File: src/rtl/ier_pkg.sv
package ier_pkg;
  localparam int CODE_W  = 8;
  localparam int WR_BIT  = 7;
  localparam logic [6:0] VIEW_STATUS  = 7'h03;
  localparam logic [6:0] VIEW_SET     = 7'h04;
  localparam logic [6:0] VIEW_CLEAR   = 7'h05;

  typedef enum logic [1:0] {
    SEL_NONE, SEL_STATUS, SEL_SET, SEL_CLEAR
  } view_sel_e;

  function automatic view_sel_e decode_view(input logic [6:0] v);
    case (v)
      VIEW_STATUS: return SEL_STATUS;
      VIEW_SET:    return SEL_SET;
      VIEW_CLEAR:  return SEL_CLEAR;
      default:     return SEL_NONE;
    endcase
  endfunction
endpackage

File: src/rtl/ier_enable_reg.sv
module ier_enable_reg #(
  parameter int          DATA_W = 32,
  parameter logic [DATA_W-1:0] LEGAL = '0
) (
  input  logic              clk,
  input  logic              rst_n,
  input  logic              set_en,
  input  logic              clr_en,
  input  logic [DATA_W-1:0] wdata,
  output logic [DATA_W-1:0] en_q
);
  logic [DATA_W-1:0] bits_w;
  assign bits_w = wdata & LEGAL;

  always_ff @(posedge clk or negedge rst_n) begin
    if (!rst_n)      en_q <= '0;
    else if (set_en) en_q <= en_q | bits_w;
    else if (clr_en) en_q <= en_q & ~bits_w;
  end
endmodule

File: src/rtl/ier_status_reg.sv
module ier_status_reg #(
  parameter int          DATA_W = 32,
  parameter logic [DATA_W-1:0] EVT_MASK = '0
) (
  input  logic              clk,
  input  logic              rst_n,
  input  logic [DATA_W-1:0] evt_in,
  input  logic              clr_en,
  input  logic [DATA_W-1:0] wdata,
  output logic [DATA_W-1:0] st_q
);
  logic [DATA_W-1:0] set_w, clr_w;
  assign set_w = evt_in & EVT_MASK;
  assign clr_w = clr_en ? (wdata & EVT_MASK) : '0;

  for (genvar b = 0; b < DATA_W; b++) begin : g_bit
    if (EVT_MASK[b]) begin : g_impl
      always_ff @(posedge clk or negedge rst_n) begin
        if (!rst_n)        st_q[b] <= 1'b0;
        else if (set_w[b]) st_q[b] <= 1'b1;
        else if (clr_w[b]) st_q[b] <= 1'b0;
      end
    end else begin : g_rsvd
      assign st_q[b] = 1'b0;
    end
  end
endmodule

File: src/rtl/ier_irq_gate.sv
module ier_irq_gate #(
  parameter int          DATA_W = 32,
  parameter logic [DATA_W-1:0] EVT_MASK = '0,
  parameter int          MASTER_BIT = 31
) (
  input  logic [DATA_W-1:0] en_q,
  input  logic [DATA_W-1:0] st_q,
  output logic              irq
);
  logic [DATA_W-1:0] hits;
  assign hits = st_q & en_q & EVT_MASK;
  assign irq  = en_q[MASTER_BIT] & (|hits);
endmodule

File: src/rtl/ier_ctrl.sv
module ier_ctrl
  import ier_pkg::*;
#(
  parameter int          DATA_W     = 32,
  parameter int          MASTER_BIT = 31,
  parameter logic [DATA_W-1:0] EVT_MASK = 32'h0000_007D
) (
  input  logic              clk,
  input  logic              rst_n,
  input  logic              cmd_strobe,
  input  logic [CODE_W-1:0] cmd_code,
  input  logic [DATA_W-1:0] cmd_wdata,
  output logic [DATA_W-1:0] rd_data,
  input  logic [DATA_W-1:0] evt_in,
  output logic              irq_out
);
  localparam logic [DATA_W-1:0] LEGAL_EN = EVT_MASK | (DATA_W'(1) << MASTER_BIT);

  view_sel_e         sel;
  logic              is_wr;
  logic [DATA_W-1:0] en_q, st_q;

  assign sel   = decode_view(cmd_code[6:0]);
  assign is_wr = cmd_strobe & cmd_code[WR_BIT];

  ier_enable_reg #(.DATA_W(DATA_W), .LEGAL(LEGAL_EN)) u_en (
    .clk(clk), .rst_n(rst_n),
    .set_en(is_wr && sel == SEL_SET),
    .clr_en(is_wr && sel == SEL_CLEAR),
    .wdata(cmd_wdata), .en_q(en_q));

  ier_status_reg #(.DATA_W(DATA_W), .EVT_MASK(EVT_MASK)) u_st (
    .clk(clk), .rst_n(rst_n), .evt_in(evt_in),
    .clr_en(is_wr && sel == SEL_STATUS),
    .wdata(cmd_wdata), .st_q(st_q));

  ier_irq_gate #(.DATA_W(DATA_W), .EVT_MASK(EVT_MASK), .MASTER_BIT(MASTER_BIT)) u_gate (
    .en_q(en_q), .st_q(st_q), .irq(irq_out));

  always_comb begin
    case (sel)
      SEL_STATUS:          rd_data = st_q;
      SEL_SET, SEL_CLEAR:  rd_data = en_q;
      default:             rd_data = '0;
    endcase
  end
endmodule

File: config.mk
export PLATFORM = sky130hd
export DESIGN_NAME = ier_ctrl
export DESIGN_NICKNAME = d
export VERILOG_FILES = /design/src/rtl/ier_pkg.sv /design/src/rtl/ier_enable_reg.sv /design/src/rtl/ier_status_reg.sv /design/src/rtl/ier_irq_gate.sv /design/src/rtl/ier_ctrl.sv
export SDC_FILE = /design/constraint.sdc
export NUM_CORES = 1
export LEC_CHECK = 0
export ABC_AREA = 1
export BUFFER_PORTS_ARGS = -buffer_cell sky130_fd_sc_hd__buf_2
export CORE_MARGIN = 1.5
export CORE_UTILIZATION = 35
export CTS_CLUSTER_SIZE = 24
export DETAILED_ROUTE_END_ITERATION = 8
export PLACE_DENSITY = 0.81
export SLEW_MARGIN = 20
export SYNTH_ARGS = -nofsm -noshare
export SYNTH_HDL_FRONTEND = slang
export SYNTH_SLANG_ARGS = --single-unit
File: constraint.sdc
create_clock -name clk -period 0.9 [get_ports clk]
set_input_delay 0.045 -clock clk [delete_from_list [all_inputs] [get_ports clk]]
set_output_delay 0.045 -clock clk [all_outputs]
set_load 0.1 [all_outputs]
==> flow_summary.toml <==
[outcome]
outcome = "finished, violations left"
violations = "setup timing"

[power]
power.density_mw_per_mm2 = 1000
total_power_mw = 1.74
seq_power_share_pct = 35.0
clock_power_share_pct = 20.6
swShare_pct = 47.2
vdd.ir_drop.worst_mv = 0.822
switching_power_mw = 0.822
p_int_mw = 0.920
p_leak_nw = 0.957
p_comb_share_pct = 44.4

[setup_path]
crit_required_ps = 850
r2r_cells = 4
cp_slowest_stage_delay_ps = 380
arrival_ps = 1290
worstSetupPathType = "flop to output pin"
crit_path_max_fanout = 2
critPathLaunchType = "flop"
path_cells = "nand2_1 > nand2_2 > nor2_4 > a31oi_4 > buf_12"
end_kind = "output pin"
slowest_stage = "dfrtp_1"

[timing]
setup_viol = 9
hold_violations = 0
setup_ws_ps = -431
rsz0062_at_grt = "true"
skew_ps = 0
whs_ps = 16.1
clock.fmax_mhz = 751
post-route-period-util_pct = 148
fin_setup_tns_ps = -1990
slew_violations = 0
period_minus_slack_ps = 1330

[clocking]
cts_tree = "done"
cts.sinks = 13
clockRootBuffer = "clkbuf_4"
htreeDepth = 1
cts.reportedPaths.clkPinSlew_ps = 80
cts_buffers = 3
clk_latency_ps = 270
cts_buffer_depth = 2

[drt]
routedWlPerCell_um = 11.6
vias = 1108
drt_iter0_drc = 23
drc = 0
finalWirelength_um = 2760
via_per_inst = 4.64
drt_first_pass_iters = 4
ant_nets = 0

[grt]
grt_pass1_vias = 976
grt_max_degree = 21
track_usage_pct = 15.5
grt_antenna_before_repair = 0
grt_first_pass_wirelength_um = 3980
grt-ovfl-total = 0

[finish]
n_antenna_cell = 0
stdcell_area_mm2 = 0.00174
post-route-util_pct = 63.2
layout.nets = 284
drive_above_1_share_pct = 47.6
area_growth_pct = 70.8
final_cells = 239

[synth]
syn-cell-area_mm2 = 0.00102
yosysWarningCount = 0
syn_area_per_cell_um2 = 7.13
ys_types = 16
synth-seq-cells = 13
synth-seq-area-share_pct = 31.9
synthCells = 143

[job]
maxCapViolations = 0

[placement]
placed_cells = 215
routabilityCongestion = 0.703
pre_cts_slack_ps = -164
dpl.hpwl_um = 1690
dpl_cell_area_mm2 = 0.00141
io_buffer_count = 31

[floorplanning]
start_util_pct = 37.0
coreArea_mm2 = 0.00276
core.rowCount = 19
dieArea_mm2 = 0.00325
pin_count = 108
die_w_um = 57.0
die_h_um = 57.0

[hold_path]
whs_path_depth = 3
min_path_type = "input port to flop"
[routing by layer]
metal / vias to the layer above / global-route usage [%] / part of all wire, %
met3: 6 / 1.36 / 6.7
met4: 0 / 4.65 / 1.7
met5: - / 0 / 0
met1: 524 / 17.8 / 41
met2: 57 / 30.2 / 51
li1: 521 / - / -
[cell usage after synthesis (all sizes together)]
master / number / area share (%)
a31oi: 1 / 0.61
buf: 29 / 22
conb: 1 / 0.37
dfrtp: 13 / 32
inv: 11 / 4.0
nand2: 58 / 23
nand3: 20 / 12
nand3b: 1 / 0.74
nor2: 8 / 5.9
nor3: 1 / 0.49
[power groups by stage]
| stage | Clock (mW) | Combinational [mW] | Sequential, mW |
|---|---|---|---|
| 5_1_grt | 0.386 | 0.802 | 0.612 |
| 4_1_cts | 0.359 | 0.740 | 0.609 |
| 6_report | 0.359 | 0.774 | 0.610 |
| 3_3_place_gp | 0 | 0.689 | 0.619 |
| 2_1_floorplan | 0 | 0.646 | 0.619 |
| 3_5_place_dp | 0 | 0.694 | 0.619 |
[placed cells by master, fill, tap and decap left out, types with 3 or more instances in the layout]
cell / instances
nand2_1: 34
conb_1: 25
buf_2: 23
nand2_4: 17
nand3_1: 16
buf_4: 16
dfrtp_1: 13
inv_1: 10
buf_12: 10
buf_6: 10
nand2_2: 7
dlygate4sd3_1: 7
nor2_4: 5
nand3_2: 4
clkbuf_4: 3
[kinds of logic after synthesis]
family | count (synthesis) | share of synthesized area, %
flip-flops | 13 | 31.9
AO/OA/AOI/OAI | 1 | 0.614
buffers and inverters | 40 | 25.6
AND/OR/NAND/NOR | 88 | 41.5
other | 1 | 0.368
[repair_timing]
item,in CTS,in global routing
hold buffers,7,0
buffers inserted,9,7
endpoints found under the setup margin,8,11
resized for setup,25,13
pin swaps,10,12
hold endpoints to repair,19,0
[final timing paths]
kind / from / endpoint / slack [ps]
max: u_st.st_q[2]$_DFFE_PN0P_ / irq_out / -430
min: cmd_wdata[31] / flop / 20
max reg2reg: flop / flop / -20
min reg2reg: flop / flop / 560
max in group asynchronous: rst_n / asynchronous set/reset pin / 490
min in group asynchronous: rst_n / u_st.st_q[0]$_DFFE_PN0P_ / 180
[layout make-up]
type	instances	area (µm²)
well taps	31	38.8
multi-input cells	114	692
repair buffers	66	618
flip-flops and latches	13	325
inverters	11	41.3
fillers	216	1020
clock buffers	4	26.3
[worst max-delay path: cells and delay by family (launching register included)]
kind	cells	cell delay (ps)
and+or+nand+nor	3	220
buffers and inverters	1	200
DFF	1	380
AOI/OAI and AO/OA	1	210
Power figures use the tool's default switching activity.
